$ cat config.mk
export PLATFORM = sky130hd
export DESIGN_NAME = fetch_line_unit
export DESIGN_NICKNAME = d
export VERILOG_FILES = /design/src/rtl/fl_pkg.sv /design/src/rtl/fl_thread_ctl.sv /design/src/rtl/fl_retry_slot.sv /design/src/rtl/fl_extract.sv /design/src/rtl/fetch_line_unit.sv
export SDC_FILE = /design/constraint.sdc
export NUM_CORES = 1
export LEC_CHECK = 0
export CAP_MARGIN = 20
export CORE_ASPECT_RATIO = 0.7
export CORE_MARGIN = 10
export CORE_UTILIZATION = 38
export DETAILED_ROUTE_END_ITERATION = 8
export HOLD_SLACK_MARGIN = 0.03
export PLACE_DENSITY = 0.57
export RECOVER_POWER = 50
export SLEW_MARGIN = 20
export SYNTH_ARGS = -nofsm -noshare
export SYNTH_HDL_FRONTEND = slang
export SYNTH_SLANG_ARGS = --single-unit
$ cat constraint.sdc
create_clock -name clk -period 3.05 [get_ports clk]
set_input_delay 0.61 -clock clk [delete_from_list [all_inputs] [get_ports clk]]
set_output_delay 0.61 -clock clk [all_outputs]
set_load 0.005 [all_outputs]
$ cat src/rtl/fl_pkg.sv
package fl_pkg;
    typedef enum logic [1:0] {
        TS_RUN        = 2'd0,
        TS_WAIT_RETRY = 2'd1,
        TS_WAIT_RESP  = 2'd2,
        TS_TRAP       = 2'd3
    } tstate_e;
endpackage

$ cat src/rtl/fl_thread_ctl.sv
module fl_thread_ctl #(
    parameter int ADDR_W = 16,
    parameter int LINE_W = 128,
    parameter int TAG_W  = 4
) (
    input  logic                clk,
    input  logic                rst_n,
    input  logic                squash_i,
    input  logic                issue_ok_i,
    input  logic                park_i,
    input  logic                retry_ok_i,
    input  logic                fault_i,
    input  logic [ADDR_W-1:0]   issue_addr_i,
    input  logic [TAG_W-1:0]    issue_tag_i,
    input  logic                rsp_ok_i,
    input  logic [LINE_W-1:0]   rsp_line_i,
    output fl_pkg::tstate_e     state_o,
    output logic [ADDR_W-1:0]   blk_o,
    output logic                lv_o,
    output logic [TAG_W-1:0]    tag_o,
    output logic [LINE_W-1:0]   line_o
);
    import fl_pkg::*;

    tstate_e st_q, st_d;

    // next-state process
    always_comb begin
        st_d = st_q;
        if (squash_i) begin
            st_d = TS_RUN;
        end else begin
            unique case (st_q)
                TS_RUN: begin
                    if (issue_ok_i)   st_d = TS_WAIT_RESP;
                    else if (park_i)  st_d = TS_WAIT_RETRY;
                    else if (fault_i) st_d = TS_TRAP;
                end
                TS_WAIT_RETRY: if (retry_ok_i) st_d = TS_WAIT_RESP;
                TS_WAIT_RESP:  if (rsp_ok_i)   st_d = TS_RUN;
                TS_TRAP:       st_d = TS_TRAP;
            endcase
        end
    end

    // state register
    always_ff @(posedge clk or negedge rst_n) begin
        if (!rst_n) st_q <= TS_RUN;
        else        st_q <= st_d;
    end

    // line buffer: invalidated when a read is raised, filled on a match
    always_ff @(posedge clk or negedge rst_n) begin
        if (!rst_n) begin
            blk_o  <= '0;
            lv_o   <= 1'b0;
            tag_o  <= '0;
            line_o <= '0;
        end else if (issue_ok_i || park_i) begin
            blk_o <= issue_addr_i;
            tag_o <= issue_tag_i;
            lv_o  <= 1'b0;
        end else if (rsp_ok_i) begin
            line_o <= rsp_line_i;
            lv_o   <= 1'b1;
        end
    end

    assign state_o = st_q;
endmodule

$ cat src/rtl/fl_retry_slot.sv
module fl_retry_slot #(
    parameter int TID_W  = 1,
    parameter int ADDR_W = 16,
    parameter int TAG_W  = 4
) (
    input  logic              clk,
    input  logic              rst_n,
    input  logic              park_i,
    input  logic [TID_W-1:0]  park_tid_i,
    input  logic [ADDR_W-1:0] park_addr_i,
    input  logic [TAG_W-1:0]  park_tag_i,
    input  logic              retry_pulse_i,
    input  logic              req_ready_i,
    input  logic              squash_i,
    input  logic [TID_W-1:0]  squash_tid_i,
    output logic              slot_v_o,
    output logic [TID_W-1:0]  slot_tid_o,
    output logic [ADDR_W-1:0] slot_addr_o,
    output logic [TAG_W-1:0]  slot_tag_o,
    output logic              blocked_o,
    output logic              resend_o
);
    logic owner_squash;
    assign owner_squash = squash_i && slot_v_o && (squash_tid_i == slot_tid_o);
    assign resend_o     = retry_pulse_i && slot_v_o && !owner_squash;

    always_ff @(posedge clk or negedge rst_n) begin
        if (!rst_n) begin
            slot_v_o    <= 1'b0;
            slot_tid_o  <= '0;
            slot_addr_o <= '0;
            slot_tag_o  <= '0;
            blocked_o   <= 1'b0;
        end else begin
            if (park_i) begin
                slot_v_o    <= 1'b1;
                slot_tid_o  <= park_tid_i;
                slot_addr_o <= park_addr_i;
                slot_tag_o  <= park_tag_i;
                blocked_o   <= 1'b1;
            end else begin
                if (owner_squash || (resend_o && req_ready_i))
                    slot_v_o <= 1'b0;
                if (retry_pulse_i && !(resend_o && !req_ready_i))
                    blocked_o <= 1'b0;
            end
        end
    end
endmodule

$ cat src/rtl/fl_extract.sv
module fl_extract #(
    parameter int NINST   = 4,
    parameter int INST_W  = 32,
    parameter int FETCH_W = 2,
    parameter int IDX_W   = 2,
    parameter int OCNT_W  = 2
) (
    input  logic [NINST*INST_W-1:0]   line_i,
    input  logic [IDX_W-1:0]          start_i,
    input  logic [NINST-1:0]          brk_i,
    input  logic [NINST-1:0]          qui_i,
    output logic [FETCH_W-1:0]        valid_o,
    output logic [FETCH_W*INST_W-1:0] inst_o,
    output logic [OCNT_W-1:0]         cnt_o
);
    always_comb begin
        logic halt;
        int   idx;
        halt    = 1'b0;
        valid_o = '0;
        inst_o  = '0;
        cnt_o   = '0;
        for (int k = 0; k < FETCH_W; k++) begin
            idx = int'(start_i) + k;
            if (!halt && idx < NINST) begin
                valid_o[k]                  = 1'b1;
                inst_o[k*INST_W +: INST_W]  = line_i[idx*INST_W +: INST_W];
                cnt_o                       = cnt_o + OCNT_W'(1);
                if (brk_i[idx] || qui_i[idx]) halt = 1'b1;
            end else begin
                halt = 1'b1;
            end
        end
    end
endmodule

$ cat src/rtl/fetch_line_unit.sv
module fetch_line_unit #(
    parameter int NTHREADS   = 2,
    parameter int ADDR_W     = 16,
    parameter int BLK_BYTES  = 16,
    parameter int INST_BYTES = 4,
    parameter int FETCH_W    = 2,
    parameter int TAG_W      = 4,
    parameter int CNT_W      = 8,
    localparam int OFF_W  = $clog2(BLK_BYTES),
    localparam int IB_W   = $clog2(INST_BYTES),
    localparam int NINST  = BLK_BYTES / INST_BYTES,
    localparam int IDX_W  = OFF_W - IB_W,
    localparam int INST_W = 8 * INST_BYTES,
    localparam int LINE_W = 8 * BLK_BYTES,
    localparam int TID_W  = (NTHREADS > 1) ? $clog2(NTHREADS) : 1,
    localparam int OCNT_W = $clog2(FETCH_W + 1)
) (
    input  logic                      clk,
    input  logic                      rst_n,
    input  logic                      fetch_valid,
    input  logic [TID_W-1:0]          fetch_tid,
    input  logic [ADDR_W-1:0]         fetch_pc,
    input  logic                      xlate_fault,
    input  logic                      intr_pending,
    input  logic [NINST-1:0]          pred_taken,
    input  logic [NINST-1:0]          quiesce,
    input  logic                      squash_valid,
    input  logic [TID_W-1:0]          squash_tid,
    output logic                      req_valid,
    input  logic                      req_ready,
    output logic [ADDR_W-1:0]         req_addr,
    output logic [TID_W-1:0]          req_tid,
    output logic [TAG_W-1:0]          req_tag,
    input  logic                      retry_pulse,
    input  logic                      rsp_valid,
    input  logic [TID_W-1:0]          rsp_tid,
    input  logic [TAG_W-1:0]          rsp_tag,
    input  logic [LINE_W-1:0]         rsp_line,
    output logic                      cache_blocked,
    output logic [FETCH_W-1:0]        out_valid,
    output logic [FETCH_W*INST_W-1:0] out_inst,
    output logic [ADDR_W-1:0]         out_pc,
    output logic [TID_W-1:0]          out_tid,
    output logic                      out_fault,
    output logic [OCNT_W-1:0]         out_count,
    output logic [CNT_W-1:0]          drop_cnt
);
    import fl_pkg::*;

    tstate_e           st   [NTHREADS];
    logic [ADDR_W-1:0] blk  [NTHREADS];
    logic [TAG_W-1:0]  otag [NTHREADS];
    logic [LINE_W-1:0] line [NTHREADS];
    logic [NTHREADS-1:0] lv;

    logic              slot_v, resend;
    logic [TID_W-1:0]  slot_tid;
    logic [ADDR_W-1:0] slot_addr;
    logic [TAG_W-1:0]  slot_tag;
    logic [TAG_W-1:0]  seq_q;

    logic [ADDR_W-1:0] aligned;
    logic hit, can_try, do_hit, do_fault, do_new, new_ok, new_park;
    logic retry_ok, rsp_match;

    logic [FETCH_W-1:0]        ex_valid;
    logic [FETCH_W*INST_W-1:0] ex_inst;
    logic [OCNT_W-1:0]         ex_cnt;

    // fetch decision
    assign aligned  = {fetch_pc[ADDR_W-1:OFF_W], {OFF_W{1'b0}}};
    assign hit      = lv[fetch_tid] && (blk[fetch_tid] == aligned);
    assign can_try  = fetch_valid && (st[fetch_tid] == TS_RUN) && !cache_blocked
                    && !(intr_pending && (fetch_pc[1:0] == 2'b00))
                    && !(squash_valid && (squash_tid == fetch_tid));
    assign do_hit   = can_try && hit;
    assign do_fault = can_try && !hit && xlate_fault;
    assign do_new   = can_try && !hit && !xlate_fault;
    assign new_ok   = do_new && req_ready;
    assign new_park = do_new && !req_ready;
    assign retry_ok = resend && req_ready;

    // request channel: parked read has the bus only while blocked
    assign req_valid = do_new || resend;
    assign req_addr  = resend ? slot_addr : aligned;
    assign req_tid   = resend ? slot_tid  : fetch_tid;
    assign req_tag   = resend ? slot_tag  : seq_q;

    assign rsp_match = rsp_valid && (st[rsp_tid] == TS_WAIT_RESP)
                     && (rsp_tag == otag[rsp_tid])
                     && !(squash_valid && (squash_tid == rsp_tid));

    for (genvar t = 0; t < NTHREADS; t++) begin : g_thr
        logic mine_f, mine_s, mine_r, mine_q;
        assign mine_f = (fetch_tid  == TID_W'(t));
        assign mine_s = squash_valid && (squash_tid == TID_W'(t));
        assign mine_r = (rsp_tid    == TID_W'(t));
        assign mine_q = (slot_tid   == TID_W'(t));

        fl_thread_ctl #(.ADDR_W(ADDR_W), .LINE_W(LINE_W), .TAG_W(TAG_W)) u_thr (
            .clk          (clk),
            .rst_n        (rst_n),
            .squash_i     (mine_s),
            .issue_ok_i   (new_ok && mine_f),
            .park_i       (new_park && mine_f),
            .retry_ok_i   (retry_ok && mine_q),
            .fault_i      (do_fault && mine_f),
            .issue_addr_i (aligned),
            .issue_tag_i  (seq_q),
            .rsp_ok_i     (rsp_match && mine_r),
            .rsp_line_i   (rsp_line),
            .state_o      (st[t]),
            .blk_o        (blk[t]),
            .lv_o         (lv[t]),
            .tag_o        (otag[t]),
            .line_o       (line[t])
        );
    end

    fl_retry_slot #(.TID_W(TID_W), .ADDR_W(ADDR_W), .TAG_W(TAG_W)) u_slot (
        .clk           (clk),
        .rst_n         (rst_n),
        .park_i        (new_park),
        .park_tid_i    (fetch_tid),
        .park_addr_i   (aligned),
        .park_tag_i    (seq_q),
        .retry_pulse_i (retry_pulse),
        .req_ready_i   (req_ready),
        .squash_i      (squash_valid),
        .squash_tid_i  (squash_tid),
        .slot_v_o      (slot_v),
        .slot_tid_o    (slot_tid),
        .slot_addr_o   (slot_addr),
        .slot_tag_o    (slot_tag),
        .blocked_o     (cache_blocked),
        .resend_o      (resend)
    );

    fl_extract #(.NINST(NINST), .INST_W(INST_W), .FETCH_W(FETCH_W),
                 .IDX_W(IDX_W), .OCNT_W(OCNT_W)) u_ext (
        .line_i  (line[fetch_tid]),
        .start_i (fetch_pc[OFF_W-1:IB_W]),
        .brk_i   (pred_taken),
        .qui_i   (quiesce),
        .valid_o (ex_valid),
        .inst_o  (ex_inst),
        .cnt_o   (ex_cnt)
    );

    // sequence tag and drop counter
    always_ff @(posedge clk or negedge rst_n) begin
        if (!rst_n) begin
            seq_q    <= '0;
            drop_cnt <= '0;
        end else begin
            if (do_new) seq_q <= seq_q + TAG_W'(1);
            if (rsp_valid && !rsp_match) drop_cnt <= drop_cnt + CNT_W'(1);
        end
    end

    // decode slot outputs
    always_ff @(posedge clk or negedge rst_n) begin
        if (!rst_n) begin
            out_valid <= '0;
            out_inst  <= '0;
            out_pc    <= '0;
            out_tid   <= '0;
            out_fault <= 1'b0;
            out_count <= '0;
        end else if (do_hit) begin
            out_valid <= ex_valid;
            out_inst  <= ex_inst;
            out_pc    <= fetch_pc;
            out_tid   <= fetch_tid;
            out_fault <= 1'b0;
            out_count <= ex_cnt;
        end else if (do_fault) begin
            out_valid <= FETCH_W'(1);
            out_inst  <= '0;
            out_pc    <= fetch_pc;
            out_tid   <= fetch_tid;
            out_fault <= 1'b1;
            out_count <= OCNT_W'(1);
        end else begin
            out_valid <= '0;
            out_fault <= 1'b0;
            out_count <= '0;
        end
    end
endmodule

==> results.txt <==
Status = finished, violations left
Failing checks = max-capacitance violations, max-slew violations
Synth area leader = dfrtp_1
CP endpoint kind = output pin
Top_reg_cell synth = dfrtp_1
Pins over their slew limit = 62
Post-synth EDFFs = 0
CTS tree = yes
Clock slew at reported path FFs = 0.06 ns
Worst Tran Pin Value = 1.75 ns
Setup TNS = 0 ns
Critical path class = flop to output pin
DP HPWL = 36.2 mm
DRT iter0 DRCs = 693
Skew final = 0.0151 ns
Vias/cell = 5.33
Final min period = 2.98 ns
First-pass detailed-route iteration total = 4
Final WS setup = 0.0705 ns
Gpl congestion = 0.796
Die Span X = 290 um
Drt wl/cell = 22.4 um
Synthesized cell area = 19300 sq um
Clock Tree Root = clkbuf_16
DRC = 0
Ys async rst share = 100%
Htree depth = 2
Syn Area/Cell = 14.8 sq um
Clock Sinks = 410
Post-layout instance area = 25100 sq um
Arr. time, crit path = 2.37 ns
Slew headroom = -16.8%
Leak pwr = 11.7 nW
Max-cap violations = 1
Area growth, synth to finish = 29.6%
Slowest stage delay, CP = 0.42 ns
Commonest cells post-synth = 410 x dfrtp_1, 332 x mux2_2, 110 x mux2i_1
Share of cells above drive strength 1 = 36.3%
Pin count of the biggest net entering global routing = 85
Clk_lat worst skew = 0.55 ns
All-Layer GR Usage = 17.3%
Row count = 69
CTS Buf Count = 44
F_max = 336 MHz
Sequential-to-total area share from yosys stat = 53.0%
RSZ-0062 raised after global routing = yes
Worst path cell trace = or3b_4 -> mux2_2 -> a221oi_2 -> nand3_1 -> nand2_1 -> clkdlybuf4s15_1
Yosys cell types = 53
Vias in the first global route = 13427
IO Pins = 285
Post-Synthesis Cells = 1306
Worst-path fanout max = 5
Placed cell areas = 23600 sq um
Chip Height = 209 um
First-pass GRT wire length = 82.5 mm
Via count = 12488
Core ar. = 50500 sq um
Final worst-path cycle share = 97.7%
Total Wirelength = 52.6 mm
Die ar. = 60500 sq um
Nets = 1807
FF+latch count, synth = 410
Antenna violations before repair = 4
Buffers added on ports = 278
R2R setup slack = 0.40 ns
Antenna Violating Nets Remaining = 0
Total Power = 0.0164 W
Dpl ws = -0.171 ns
CP Launch Type = flop
Initial Util = 38.3%
Yosys Warn Count = 0
Most frequent cell after synthesis = dfrtp_1
Final setup fails = 0
Hold Fails Final Rpt = 0
Max Buffers Root-to-Sink = 3
Max IR drop VDD = 401 uV
Critical Path RT = 2.44 ns
Hold-fix buffers, CTS = 0
P per Cell Area = 654 nW/um^2
GRT overflow = 0
Ranking of synthesized cells by area = dfrtp_1 53%, mux2_2 19%, mux4_2 9.2%, mux2i_1 5.7%, a22o_1 2.2%
HP Class = flop to flop
Share of the synthesized area in the top cell type = 53.0%
Slowest cell on crit path = dfrtp_1
==> worst paths after layout <==
kind / start / cells past startpoint / to
worst max-delay path: g_thr[1].u_thr.state_o[1]$_DFFE_PN0P_ / 6 / req_valid
worst min-delay path: drop_cnt[7]$_DFFE_PN0P_ / 1 / drop_cnt[7]$_DFFE_PN0P_
worst max register to register: g_thr[1].u_thr.state_o[1]$_DFFE_PN0P_ / 10 / g_thr[1].u_thr.tag_o[1]$_DFFE_PN0N_
worst min register to register: drop_cnt[7]$_DFFE_PN0P_ / 1 / drop_cnt[7]$_DFFE_PN0P_
max in group asynchronous: rst_n / 2 / g_thr[0].u_thr.line_o[76]$_DFFE_PN0P_
min in group asynchronous: rst_n / 1 / u_slot.slot_addr_o[7]$_DFFE_PN0N_
==> worst max-delay path, delay by kind of cell, from the launching register on <==
family | cells | cell delay [ns]
and+or+nand+nor | 3 | 0.65
DFF | 1 | 0.42
muxes | 1 | 0.29
AOI/OAI and AO/OA | 1 | 0.25
buffers and inverters | 1 | 0.21
==> state kept, by name, summed over array words and instances, names as in the netlist, 2 cells and up <==
| signal | flops |
|---|---|
| seq_q | 4 |
| u_slot.slot_tag_o | 4 |
| g_thr.u_thr.line_o | 256 |
| g_thr.u_thr.state_o | 4 |
| drop_cnt | 8 |
| g_thr.u_thr.lv_o | 2 |
| out_inst | 64 |
| u_slot.slot_addr_o | 12 |
| out_count | 2 |
| g_thr.u_thr.blk_o | 24 |
| out_pc | 16 |
| g_thr.u_thr.tag_o | 8 |
==> cells by family after synthesis <==
group | count (synthesis) | synth area share, %
buf+inv | 121 | 2.90
fa+ha+maj | 2 | 0.129
other cells | 1 | 0.0194
compound gates | 137 | 5.47
mux | 532 | 35.0
flops | 410 | 53.0
simple gates | 74 | 2.08
xor+xnor | 29 | 1.31
==> cell type report <==
cell class | instances | area [sq um]
clock inverters | 14 | 204
well taps | 674 | 843
flip-flops and latches | 410 | 10300
fillers | 4390 | 25400
inverters | 24 | 90.1
diodes | 1 | 2.50
repair buffers | 379 | 3810
clock buffers | 63 | 1250
multi-input cells | 778 | 8590
==> per-stage QoR <==
step | cells | util (%) | hold slack [ns]
floorplan | 1309 | - | 0.314
global placement | 2258 | 46.7 | 0.464
detailed placement | 2258 | 46.7 | 0.462
CTS | 2341 | 49.7 | 0.0327
global route | 2342 | 49.6 | 0.495
finish | 2343 | 49.6 | 0.475
==> where the power goes <==
part	internal, W	switching (W)	total [W]
registers	0.00663	0.000786	0.00742
clock network	0.00327	0.00219	0.00546
logic	0.00223	0.00128	0.00352
total	0.0121	0.00426	0.0164
==> placed cells by master (no fill, tap or decap), drive strengths merged, types with 15 or more instances in the layout <==
master,netlist,layout
dfrtp,410,410
mux2,343,343
clkdlybuf4s50,0,202
mux2i,110,110
buf,52,96
mux4,79,79
clkbuf,45,72
dlygate4sd3,0,54
a22o,48,48
o2bb2ai,32,32
inv,24,24
a21oi,19,19
xnor2,17,17
nor2,16,16
o22ai,15,15
==> repair_timing <==
| item | in CTS | in global routing |
|---|---|---|
| gates resized for setup | 11 | 14 |
| gates cloned | 1 | 0 |
| buffers inserted | 5 | 1 |
| endpoints found under the setup margin | 18 | 15 |
| pin swaps | 2 | 3 |
==> per-layer routing <==
metal,global-route usage (%),vias to the layer above,part of all wire [%]
met2,27.9,224,48
met4,2.82,4,1.2
li1,-,5604,-
met5,0,-,0.051
met1,24.1,6602,46
met3,3.62,54,5.1
No activity file was read; power rests on OpenSTA's default activity.
